==> src/rtl/evt_pkg.sv <==
package evt_pkg;
    typedef enum logic [1:0] {
        ST_BOOT  = 2'd0,
        ST_WAIT  = 2'd1,
        ST_RECOV = 2'd2,
        ST_COUNT = 2'd3
    } seq_state_e;
endpackage

==> src/rtl/evt_debounce.sv <==
module evt_debounce #(
    parameter int DEB_N = 3
) (
    input  logic clk,
    input  logic rst_n,
    input  logic tick,
    input  logic det,
    output logic pulse
);
    localparam int HW = $clog2(DEB_N + 1);
    localparam logic [HW-1:0] HI_MAX = HW'(DEB_N);
    localparam logic [HW-1:0] HI_ARM = HW'(DEB_N - 1);

    logic [HW-1:0] hi_d, hi_q;

    // run length of high ticks, saturating at DEB_N so a run fires once
    always_comb begin
        hi_d  = hi_q;
        pulse = 1'b0;
        if (tick) begin
            if (!det) begin
                hi_d = '0;
            end else begin
                if (hi_q == HI_ARM) pulse = 1'b1;
                if (hi_q != HI_MAX) hi_d = hi_q + HW'(1);
            end
        end
    end

    always_ff @(posedge clk or negedge rst_n) begin
        if (!rst_n) hi_q <= '0;
        else        hi_q <= hi_d;
    end

    // one high run never yields events on back-to-back cycles
    p_one_per_run_r2: assert property (@(posedge clk) disable iff (!rst_n)
        pulse |=> !pulse);
endmodule

==> src/rtl/evt_counter.sv <==
module evt_counter #(
    parameter int W = 16
) (
    input  logic         clk,
    input  logic         rst_n,
    input  logic         clr,
    input  logic         inc,
    output logic [W-1:0] q
);
    localparam logic [W-1:0] Q_MAX = '1;

    logic [W-1:0] q_d, q_q;

    always_comb begin
        q_d = q_q;
        if (clr)                      q_d = '0;
        else if (inc && q_q != Q_MAX) q_d = q_q + W'(1);
    end

    always_ff @(posedge clk or negedge rst_n) begin
        if (!rst_n) q_q <= '0;
        else        q_q <= q_d;
    end

    assign q = q_q;

    p_no_overflow_r3: assert property (@(posedge clk) disable iff (!rst_n)
        (q_q == Q_MAX && !clr) |=> q_q == Q_MAX);
    p_step_one_r3: assert property (@(posedge clk) disable iff (!rst_n)
        (inc && !clr && q_q != Q_MAX) |=> q_q == $past(q_q) + W'(1));
endmodule

==> src/rtl/ivl_timer.sv <==
module ivl_timer #(
    parameter int W = 32
) (
    input  logic         clk,
    input  logic         rst_n,
    input  logic         clr,
    input  logic         tick,
    input  logic [W-1:0] limit,
    output logic         done
);
    logic [W-1:0] q_d, q_q;
    logic [W:0]   nxt;

    always_comb begin
        nxt  = {1'b0, q_q} + (W+1)'(1);
        done = tick && (nxt >= {1'b0, limit});
        q_d  = q_q;
        if (clr)       q_d = '0;
        else if (tick) q_d = nxt[W-1:0];
    end

    always_ff @(posedge clk or negedge rst_n) begin
        if (!rst_n) q_q <= '0;
        else        q_q <= q_d;
    end
endmodule

==> src/rtl/evt_window_seq.sv <==
module evt_window_seq
    import evt_pkg::*;
#(
    parameter int CNT_W       = 16,
    parameter int WIN_W       = 32,
    parameter int THR_W       = 4,
    parameter int DEB_N       = 3,
    parameter int RECOV_TICKS = 3
) (
    input  logic             clk,
    input  logic             rst_n,
    input  logic             tick_en,
    input  logic             det_in,
    input  logic             sess_done,
    input  logic [WIN_W-1:0] win_len,
    input  logic [THR_W-1:0] thr_cfg,
    output logic [THR_W-1:0] thr_code,
    output logic [CNT_W-1:0] rpt_count,
    output logic             rpt_valid
);
    localparam logic [CNT_W-1:0] CNT_MAX   = '1;
    localparam logic [WIN_W-1:0] RECOV_LIM = WIN_W'(RECOV_TICKS);
    localparam logic [WIN_W-1:0] ONE_TICK  = WIN_W'(1);

    typedef struct packed {
        seq_state_e       st;
        logic [THR_W-1:0] thr;
        logic [CNT_W-1:0] rpt;
    } seq_regs_t;

    seq_regs_t r_d, r_q;

    logic             evt_pulse;
    logic             cnt_clr, cnt_inc;
    logic [CNT_W-1:0] cnt_q, cnt_sat;
    logic             tmr_clr, tmr_done;
    logic [WIN_W-1:0] tmr_limit;

    evt_debounce #(.DEB_N(DEB_N)) i_deb (
        .clk(clk), .rst_n(rst_n), .tick(tick_en), .det(det_in), .pulse(evt_pulse)
    );

    evt_counter #(.W(CNT_W)) i_cnt (
        .clk(clk), .rst_n(rst_n), .clr(cnt_clr), .inc(cnt_inc), .q(cnt_q)
    );

    ivl_timer #(.W(WIN_W)) i_tmr (
        .clk(clk), .rst_n(rst_n), .clr(tmr_clr), .tick(tick_en),
        .limit(tmr_limit), .done(tmr_done)
    );

    always_comb begin
        r_d       = r_q;
        cnt_clr   = 1'b0;
        tmr_clr   = 1'b1;
        cnt_inc   = evt_pulse && (r_q.st == ST_COUNT);
        cnt_sat   = (cnt_inc && cnt_q != CNT_MAX) ? cnt_q + CNT_W'(1) : cnt_q;
        if (r_q.st == ST_RECOV)  tmr_limit = RECOV_LIM;
        else if (win_len == '0)  tmr_limit = ONE_TICK;
        else                     tmr_limit = win_len;
        unique case (r_q.st)
            ST_BOOT: begin
                r_d.thr = thr_cfg;
                r_d.st  = ST_WAIT;
            end
            ST_WAIT: begin
                if (sess_done) begin
                    r_d.st  = ST_RECOV;
                    cnt_clr = 1'b1;
                end
            end
            ST_RECOV: begin
                tmr_clr = 1'b0;
                if (tmr_done) begin
                    r_d.st  = ST_COUNT;
                    tmr_clr = 1'b1;
                    cnt_clr = 1'b1;
                end
            end
            ST_COUNT: begin
                tmr_clr = 1'b0;
                if (tmr_done) begin
                    r_d.st  = ST_WAIT;
                    r_d.rpt = cnt_sat;
                    tmr_clr = 1'b1;
                end
            end
            default: r_d.st = ST_BOOT;
        endcase
    end

    always_ff @(posedge clk or negedge rst_n) begin
        if (!rst_n) begin
            r_q.st  <= ST_BOOT;
            r_q.thr <= '0;
            r_q.rpt <= '0;
        end else begin
            r_q <= r_d;
        end
    end

    assign thr_code  = r_q.thr;
    assign rpt_count = r_q.rpt;
    assign rpt_valid = (r_q.st == ST_WAIT);

    p_thr_frozen_r1: assert property (@(posedge clk) disable iff (!rst_n)
        (r_q.st != ST_BOOT) |=> $stable(thr_code));
    p_ack_clears_r6: assert property (@(posedge clk) disable iff (!rst_n)
        (rpt_valid && sess_done) |=> (!rpt_valid && cnt_q == '0));
    p_count_runs_r8: assert property (@(posedge clk) disable iff (!rst_n)
        (r_q.st == ST_COUNT && !tmr_done) |=> r_q.st == ST_COUNT);
    p_recov_runs_r8: assert property (@(posedge clk) disable iff (!rst_n)
        (r_q.st == ST_RECOV && !tmr_done) |=> r_q.st == ST_RECOV);
    p_rpt_hold_r9: assert property (@(posedge clk) disable iff (!rst_n)
        (r_q.st != ST_COUNT) |=> $stable(rpt_count));
endmodule

==> config.mk <==
export PLATFORM = sky130hd
export DESIGN_NAME = evt_window_seq
export DESIGN_NICKNAME = d
export VERILOG_FILES = /design/src/rtl/evt_pkg.sv /design/src/rtl/evt_debounce.sv /design/src/rtl/evt_counter.sv /design/src/rtl/ivl_timer.sv /design/src/rtl/evt_window_seq.sv
export SDC_FILE = /design/constraint.sdc
export NUM_CORES = 1
export LEC_CHECK = 0
export BUFFER_PORTS_ARGS = -buffer_cell sky130_fd_sc_hd__buf_2
export CAP_MARGIN = 20
export CORE_AREA = 3 3 123 125
export CTS_CLUSTER_SIZE = 16
export DETAILED_ROUTE_END_ITERATION = 12
export DIE_AREA = 0 0 126 128
export RECOVER_POWER = 100
export SYNTH_ARGS = -nofsm -noshare
export SYNTH_HDL_FRONTEND = slang
export SYNTH_SLANG_ARGS = --single-unit
export TNS_END_PERCENT = 30
==> constraint.sdc <==
create_clock -name clk -period 4.35 [get_ports clk]
set_input_delay 0.6525 -clock clk [delete_from_list [all_inputs] [get_ports clk]]
set_output_delay 0.6525 -clock clk [all_outputs]
set_load 0.01 [all_outputs]
==> results.yml, run 1 <==
timing:
  fin_crit_sh: 0.941
  hold_viol: 0
  max_slew_margin: -0.442
  fmax_ghz: 0.244
  skew_ns: 0.00405
  slew_viol_final: 41
  worst_slew_pin_slew_ns: 2.16
  hold_ws_ns: 0.506
  fin_crit_ns: 4.09
  finalSetupViolations: 0
  fin_setup_tns_ns: 0
  grt_setup_unrepaired: "false"
layout:
  num_antenna_cells: 0
  fin_area_um2: 6260
  drive_above_1_share: 0.155
  multi_input_area_um2: 3400
  areaGrowthSynthToFinish_pct: 11.3
  nNetsFinal: 748
  fill_cells: 1394
  register_area_um2: 1800
floorplan:
  die_area_um2: 16100
  core-area_um2: 14000
  die_h_um: 128
  initial_core_util: 0.402
  die_x_um: 126
  row_count: 43
  ios: 62
route:
  via_per_inst: 5.56
  wl_per_cell_um: 16.0
  via_count: 4733
  wl_um: 13600
  drt_iter0_markers: 298
  drc: 0
  ant_nets: 0
  dr.pass1.iters: 4
placed_design:
  port_buffers: 61
  placed_cell_area_um2: 5950
  hpwl_um: 10100
  gp_routability_congestion: 0.936
clock_network:
  tritoncts: "done"
  htreeDepth: 3
  clock_path_buffers: 2
  insertion_delay_ns: 0.33
  cts_made_buffers: 9
  cts_sinks: 72
  clock-root-buffer: "clkbuf_16"
  path_clk_slew_ns: 0.06
global_routing:
  antenna_found_initial: 0
  grtUsageTotal: 0.174
  grt.overflow.total: 0
  grt_pass1_wl_um: 23100
  grt_pass1_vias: 4806
  grt_max_degree: 83
pwr:
  internal_power_uw: 1510
  p_sw_frac: 0.340
  pwr-share-clk: 0.350
  pwr-share-comb: 0.309
  power_leakage_uw: 0.00288
  power_frac_seq: 0.341
  power.density_nw_per_um2: 366
  power.switching_uw: 778
  ir_worst_vdd_uv: 252
yosys:
  yosysSeqAreaShare: 0.320
  avgSynthCellArea_um2: 8.86
  synthArstFlopShare: 1.00
  syn_area_um2: 5630
  yosys_warnings: 0
  synth_edf_count: 0
  ys_ff_latch: 72
  synth.distinct_cells: 57
  synth_cells: 635
  synthFlopType: "dfrtp_1"
  synthesis.nets: 717
min_path:
  hold_class: "reg -> reg"
worst_setup_path:
  cp-start-kind: "flip-flop"
  crit_type: "reg -> reg"
  cp_data_arrival_time_ns: 4.31
  cp_max_fo: 16
  endpoint_kind: "flip-flop"
  required_ns: 4.57
outcome:
  violations: "max-capacitance violations, max-slew violations"
  status: "finished with violations"
flow_run:
  maxCapViolations: 1
==> logic make-up (layout without fill, tap and decap cells) <==
family                   count (synthesis)  count (layout)  share of synthesized area
AND/OR/NAND/NOR                        269             269                      0.275
buffers and inverters                   84             120                     0.0772
AO/OA/AOI/OAI                          105             105                      0.128
adder cells (fa/ha/maj)                 41              41                     0.0912
flip-flops                              72              72                      0.320
multiplexers                            30              30                     0.0558
XOR/XNOR                                34              34                     0.0529
==> registers in the layout (all words and copies together), names as in the netlist <==
| register | cells |
|---|---|
| r_q | 2 |
| rpt_count | 16 |
| i_deb.hi_q | 2 |
| thr_code | 4 |
| i_cnt.q | 16 |
| i_tmr.q_q | 32 |
==> placed cells by master, fill, tap and decap left out, types with 12 or more instances in the layout <==
cell type  synthesis  routed
nand2_1           41      41
nor4_1            31      30
xnor2_1           17      17
dfrtp_1           72      72
o21ai_0           26      26
mux2i_1           19      19
nor2_1            22      21
nand3_1           24      24
ha_1              41      41
or2_2             12      12
clkbuf_1          17      25
nand2b_1          44      43
nand4_1           21      21
a21oi_1           29      29
inv_1             27      27
nor3_1            20      20
xor2_1            17      17
buf_2              8      38
==> Yosys cell counts (11+ instances only) <==
library cell  number  area [um2]
or2_2             12        75.1
nor3b_1           11        82.6
nand2b_1          44         275
inv_1             27         101
buf_4             24         180
dfrtp_1           72        1800
nand4_1           21         131
mux2i_1           19         190
xnor2_1           17         149
clkbuf_1          17        63.8
nand3_1           24         120
xor2_1            17         149
a21oi_1           29         145
nor4_1            31         194
ha_1              41         513
nand2_1           41         154
mux2_2            11         124
nor2_1            22        82.6
o21ai_0           26         130
nor3_1            20         100
==> power groups by stage <==
stage	logic, uW	registers [uW]	clock network (uW)
2_1_floorplan	530	779	0
3_3_place_gp	691	789	0
3_5_place_dp	716	793	0
4_1_cts	721	781	818
5_1_grt	798	793	843
6_report	707	782	801
==> final cells by class <==
cell class | instances | share of cell area
clock buffer | 10 | 0.0366
sequential | 72 | 0.288
clock inverter | 6 | 0.0148
tap | 180 | 0.0360
timing repair buffer | 77 | 0.0656
multi-input combinational | 479 | 0.543
inverter | 27 | 0.0162
==> worst max-delay path: stages, from the launching register on <==
cell and delay, ns:
dfrtp_1 0.43, nand4_2 0.18, or4_4 0.68, o31a_1 0.33
or2_2 0.30, ha_1 0.30, nand4_1 0.18, nor4_2 0.47
and3_1 0.24, a221o_1 0.24, o311ai_4 0.12, buf_12 0.21
mux2_2 0.27
==> routing by layer <==
| layer | GRT usage | up-vias | share of wire | routed length, um |
|---|---|---|---|---|
| met4 | 0.0637 | 0 | 0.012 | 161 |
| met5 | 0 | - | 0 | 0 |
| met2 | 0.301 | 85 | 0.50 | 6770 |
| met1 | 0.218 | 2288 | 0.45 | 6150 |
| met3 | 0.0296 | 15 | 0.039 | 530 |
| li1 | - | 2345 | - | - |
==> path summary, 6_finish.rpt <==
path                                 end  cells past startpoint  slack (ns)    startpoint
max in group asynchronous  i_tmr.q_q[19]                      2        1.59         rst_n
min                         rpt_count[6]                      1        0.51  rpt_count[6]
max reg2reg                 rpt_count[0]                     12        0.26  i_tmr.q_q[8]
min reg2reg                 rpt_count[6]                      1        0.51  rpt_count[6]
max                         rpt_count[0]                     12        0.26  i_tmr.q_q[8]
min in group asynchronous   rpt_count[9]                      1        0.94         rst_n
==> through the flow <==
stage / util / cells / setup WS [ns] / power [uW]
floorplan: - / 635 / 0.412 / 1310
global placement: 0.425 / 834 / -0.0161 / 1480
detailed placement: 0.425 / 834 / -0.177 / 1510
CTS: 0.449 / 850 / 0.0726 / 2320
global route: 0.447 / 851 / 0.0353 / 2430
finish: 0.447 / 851 / 0.257 / 2290
==> timing repair <==
action                                  in CTS  in global routing
endpoints found under the setup margin      25                 54
pin swaps                                    0                  1
gates resized for setup                      2                  4
setup buffers                                0                  1
hold buffers                                 0                  0
No activity file was read; power rests on OpenSTA's default activity.
==> run 2: changes to the inputs <==
- clock period: 4.35 -> 3.92 ns (I/O delays scaled with it)
==> results.yml, run 2 (synthesis gave the netlist of run 1 again) <==
outcome:
  violations: "max-capacitance violations, max-slew violations"
  status: "finished with violations"
floorplan:
  row_count: 43
  core-area_um2: 14000
  die_x_um: 126
  die_h_um: 128
  die_area_um2: 16100
  initial_core_util: 0.402
  ios: 62
worst_setup_path:
  r2r_slack_ns: 0.01
  worst_path_max_delay_cell: "or4_4"
  cp_data_arrival_time_ns: 4.13
  startpoint: "i_tmr.q_q[11]"
  crit_path_cell_trace: "nand4_2 > or4_4 > o31a_1 > or2_4 > ha_4 > nand4_1 > nor4_4 > and3_4 > a221o_1 > o311ai_4 > buf_12 > clkbuf_16 > mux2i_1"
  endpoint_kind: "flip-flop"
  cp_max_fo: 8
  crit_path_max_incr_delay_ns: 0.61
  r2r_end: "rpt_count[8]"
  crit_type: "reg -> reg"
  endpoint: "rpt_count[8]"
  required_ns: 4.14
  ff2ff_path_depth: 13
  cp-start-kind: "flip-flop"
  r2r_start: "i_tmr.q_q[11]"
route:
  wl_um: 14700
  wl_per_cell_um: 16.2
  via_per_inst: 5.54
  drt_iter0_markers: 369
  via_count: 5003
  drc: 0
  ant_nets: 0
  dr.pass1.iters: 5
pwr:
  pwr-share-clk: 0.345
  power.switching_uw: 899
  pwr-share-comb: 0.325
  p_sw_frac: 0.343
  ir_worst_vdd_uv: 192
  power_leakage_uw: 0.00320
  power_frac_seq: 0.330
  power.density_nw_per_um2: 381
  total_power_uw: 2620
  internal_power_uw: 1720
clock_network:
  clock_path_buffers: 2
  insertion_delay_ns: 0.34
  tritoncts: "done"
  path_clk_slew_ns: 0.06
  cts_made_buffers: 9
  htreeDepth: 3
  cts_hold_buf: 0
  clock-root-buffer: "clkbuf_16"
  cts_sinks: 72
timing:
  hold_viol: 0
  finalSetupViolations: 0
  skew_ns: 0.00783
  slew_viol_final: 35
  fmax_ghz: 0.256
  worst_slew_pin_slew_ns: 1.84
  max_slew_margin: -0.228
  fin_crit_sh: 0.997
  grt_setup_unrepaired: "true"
  fin_crit_ns: 3.91
flow_run:
  maxCapViolations: 1
global_routing:
  grtUsageTotal: 0.179
  grt_pass1_vias: 4986
  use_met2: 0.308
  antenna_found_initial: 0
  use_met3: 0.0296
  met1_usage: 0.231
  top_usage_layer: "met2"
  grt_max_degree: 44
  grt_pass1_wl_um: 23700
  grt.overflow.total: 0
placed_design:
  dp_cells: 874
  gp_routability_congestion: 0.837
  port_buffers: 61
  hpwl_um: 10700
layout:
  areaGrowthSynthToFinish_pct: 22.1
  nNetsFinal: 800
  utilization: 0.491
  final_cell_mix: "dfrtp_1, buf_4, nand2b_1"
  layout_commonest_cell: "dfrtp_1"
  largest_reg_flops: 32
  drive_above_1_share: 0.242
  regMostFlops: "i_tmr.q_q"
  layout.cells.non_filler: 903
  fill_cells: 1332
  num_antenna_cells: 0
min_path:
  hold_class: "in -> reg"
==> run 2: timing repair <==
action / 4_1_cts / 5_1_grt
endpoints found under the hold margin: 0 / 0
resized for setup: 16 / 18
pin swaps: 12 / 16
gates cloned: 0 / 3
setup endpoints to repair: 20 / 57
setup buffers: 7 / 5
==> run 2: worst min-delay path by stage <==
stage | startpoint | to | slack [ns] | depth (start not counted)
floorplan | rst_n | i_cnt.q[0] | 0.29 | 0
global placement | rpt_count[2] | rpt_count[2] | 0.48 | 1
detailed placement | thr_code[1] | thr_code[1] | 0.49 | 1
CTS | rst_n | rpt_count[9] | 0.36 | 1
global route | thr_cfg[0] | thr_code[0] | 0.48 | 2
finish | thr_cfg[1] | thr_code[1] | 0.48 | 2
==> run 2: final cells by class <==
| class | count | area, um2 | share of cell area |
|---|---|---|---|
| Timing Repair Buffer | 129 | 867 | 0.126 |
| Sequential cell | 72 | 1800 | 0.262 |
| Clock inverter | 7 | 98.8 | 0.0144 |
| Tap cell | 180 | 225 | 0.0328 |
| Clock buffer | 9 | 225 | 0.0328 |
| Multi-Input combinational cell | 479 | 3550 | 0.517 |
| Inverter | 27 | 101 | 0.0148 |
==> run 2: power by group through the flow <==
stage	sequential, uW	clock, uW	combinational (uW)
global placement	870	0	795
floorplan	864	0	590
detailed placement	876	0	819
CTS	863	920	835
global route	871	960	953
finish	864	905	852
==> run 2: stage by stage <==
step	setup WS (ns)	hold slack [ns]	cell area [um2]	TNS [ns]
3_3_place_gp	0.0542	0.485	6300	0
2_1_floorplan	0.0229	0.292	5630	0
3_5_place_dp	-0.0533	0.491	6300	-0.152
6_report	0.0124	0.481	6870	0
4_1_cts	0.0108	0.356	6760	0
5_1_grt	-0.125	0.480	6870	-2.34
==> run 2: routing by layer <==
layer | routed length (um) | part of all wire
met1 | 6540 | 0.45
met3 | 533 | 0.036
met4 | 343 | 0.023
met5 | 0 | 0
met2 | 7260 | 0.49
==> run 2: worst max-delay path: cells and delay by family, from the launching register on <==
kind            cells  cell delay, ns
compound gates      3            0.76
mux                 1            0.11
simple gates        6            1.89
buf+inv             2            0.35
flops               1            0.38
fa+ha+maj           1            0.26
==> run 3: changes to the inputs <==
- clock period: 3.92 -> 5.1 ns (I/O delays scaled with it)
==> results.yml, run 3 (synthesis gave the netlist of run 1 again) <==
clock_network:
  cts_sinks: 72
  insertion_delay_ns: 0.34
  cts_hold_buf: 0
  cts_made_buffers: 9
  path_clk_slew_ns: 0.06
  htreeDepth: 3
  cts_resized: 0
  clock_path_buffers: 2
  clock-root-buffer: "clkbuf_16"
  tritoncts: "done"
  post_cts_buffers: 0
timing:
  fmax_ghz: 0.217
  fin_crit_sh: 0.906
  fin_crit_ns: 4.62
  grt_setup_unrepaired: "false"
  fin_setup_tns_ns: 0
  skew_ns: 0.00269
  hold_ws_ns: 0.504
  finalSetupViolations: 0
  hold_viol: 0
  slew_viol_final: 75
  max_slew_margin: -0.381
  worst_slew_pin_slew_ns: 2.07
placed_design:
  placed_cell_area_um2: 5890
  port_buffers: 61
  hpwl_um: 9930
  gp_routability_congestion: 0.913
global_routing:
  grtUsageTotal: 0.176
  grt_pass1_vias: 4642
  antenna_found_initial: 0
  grt_pass1_wl_um: 23200
  grt_max_degree: 84
  grt.overflow.total: 0
pwr:
  pwr-share-clk: 0.325
  power.switching_uw: 672
  total_power_uw: 1880
  p_sw_frac: 0.358
  pwr-share-comb: 0.318
  power_leakage_uw: 0.00281
  power.density_nw_per_um2: 306
  internal_power_uw: 1200
  ir_worst_vdd_uv: 230
  power_frac_seq: 0.357
route:
  drc: 0
  via_count: 4691
  wl_um: 13700
  wl_per_cell_um: 16.3
  drt_iter0_markers: 366
  dr.pass1.iters: 5
  via_per_inst: 5.56
  ant_nets: 0
outcome:
  status: "finished with violations"
  violations: "max-capacitance violations, max-slew violations"
layout:
  utilization: 0.437
  num_antenna_cells: 0
  largest_reg_flops: 32
  drive_above_1_share: 0.134
  nNetsFinal: 741
  final_cell_mix: "dfrtp_1, nand2b_1, nand2_1, ha_1, buf_2"
  regMostFlops: "i_tmr.q_q"
  areaGrowthSynthToFinish_pct: 8.76
  layout_commonest_cell: "dfrtp_1"
  fin_area_um2: 6120
  fill_cells: 1425
worst_setup_path:
  crit_path_max_incr_delay_ns: 0.85
  cp_data_arrival_time_ns: 4.88
  crit_type: "reg -> reg"
  worstPathBufferInverterCount: 1
  cp-start-kind: "flip-flop"
  worst_path_max_delay_cell: "or4_1"
  required_ns: 5.36
  crit_path_cell_trace: "nand4_2 > or4_1 > nor2_1 > nand4_1 > xnor2_1 > ha_1 > nand3_1 > nor4_1 > and3_1 > a221o_1 > o311ai_4 > clkbuf_1 > mux2i_1"
  endpoint_kind: "flip-flop"
  cp_max_fo: 15
  critPathTopFamily: "simple AND/OR/NAND/NOR gates"
min_path:
  hold_class: "reg -> reg"
floorplan:
  die_x_um: 126
  die_area_um2: 16100
  ios: 62
  row_count: 43
  initial_core_util: 0.402
  core-area_um2: 14000
  die_h_um: 128
flow_run:
  maxCapViolations: 2
==> run 3: cell types whose count changed in the layout (fill, tap and decap cells not counted), sizes merged <==
cell    change
buf        -61
clkbuf      +4
clkinv      +2
bufinv      -2
inv         -3
==> run 3: path summary, 6_finish.rpt <==
kind                                  to  slack (ns)          from  depth (start not counted)
setup reg to reg           rpt_count[10]        0.48  i_tmr.q_q[9]                         13
hold reg to reg             rpt_count[6]        0.50  rpt_count[6]                          1
hold / removal              rpt_count[6]        0.50  rpt_count[6]                          1
min in group asynchronous  rpt_count[11]        0.98         rst_n                          1
max in group asynchronous  i_tmr.q_q[11]        1.38         rst_n                          2
setup / recovery           rpt_count[10]        0.48  i_tmr.q_q[9]                         13
==> run 3: worst reg2reg max path: stages, from the launching register on <==
cell,delay (ns)
dfrtp_1,0.44
nand4_2,0.18
or4_1,0.85
nor2_1,0.41
nand4_1,0.23
xnor2_1,0.18
ha_1,0.31
nand3_1,0.15
nor4_1,0.11
and3_1,0.21
a221o_1,0.34
o311ai_4,0.57
clkbuf_1,0.32
mux2i_1,0.24
==> run 3: cell type report <==
type | count | area (um2) | share of cell area
Clock buffer | 11 | 253 | 0.0413
Clock inverter | 4 | 30.0 | 0.00491
Inverter | 27 | 101 | 0.0166
Multi-Input combinational cell | 479 | 3380 | 0.552
Sequential cell | 72 | 1800 | 0.294
Tap cell | 180 | 225 | 0.0368
Timing Repair Buffer | 70 | 330 | 0.0540
==> run 3: through the flow <==
stage / cells / setup WS, ns
2_1_floorplan: 635 / 1.16
3_3_place_gp: 828 / 0.715
3_5_place_dp: 828 / 0.586
4_1_cts: 843 / 0.551
5_1_grt: 843 / 0.150
6_report: 843 / 0.481
==> run 3: per-layer routing <==
metal  part of all wire  vias to the layer above  wire length [um]  GRT usage
li1                   -                     2323                 -          -
met1               0.46                     2253              6320      0.228
met2               0.48                      105              6650      0.300
met3              0.046                       10               637     0.0388
met4             0.0091                        0               125     0.0442
met5                  0                        -                 0          0
==> run 3: power groups by stage <==
stage / combinational (uW) / sequential (uW) / clock [uW]
after floorplan: 452 / 664 / 0
after global placement: 591 / 673 / 0
after detailed placement: 608 / 677 / 0
after CTS: 611 / 668 / 631
after global routing: 677 / 675 / 654
final: 596 / 670 / 610
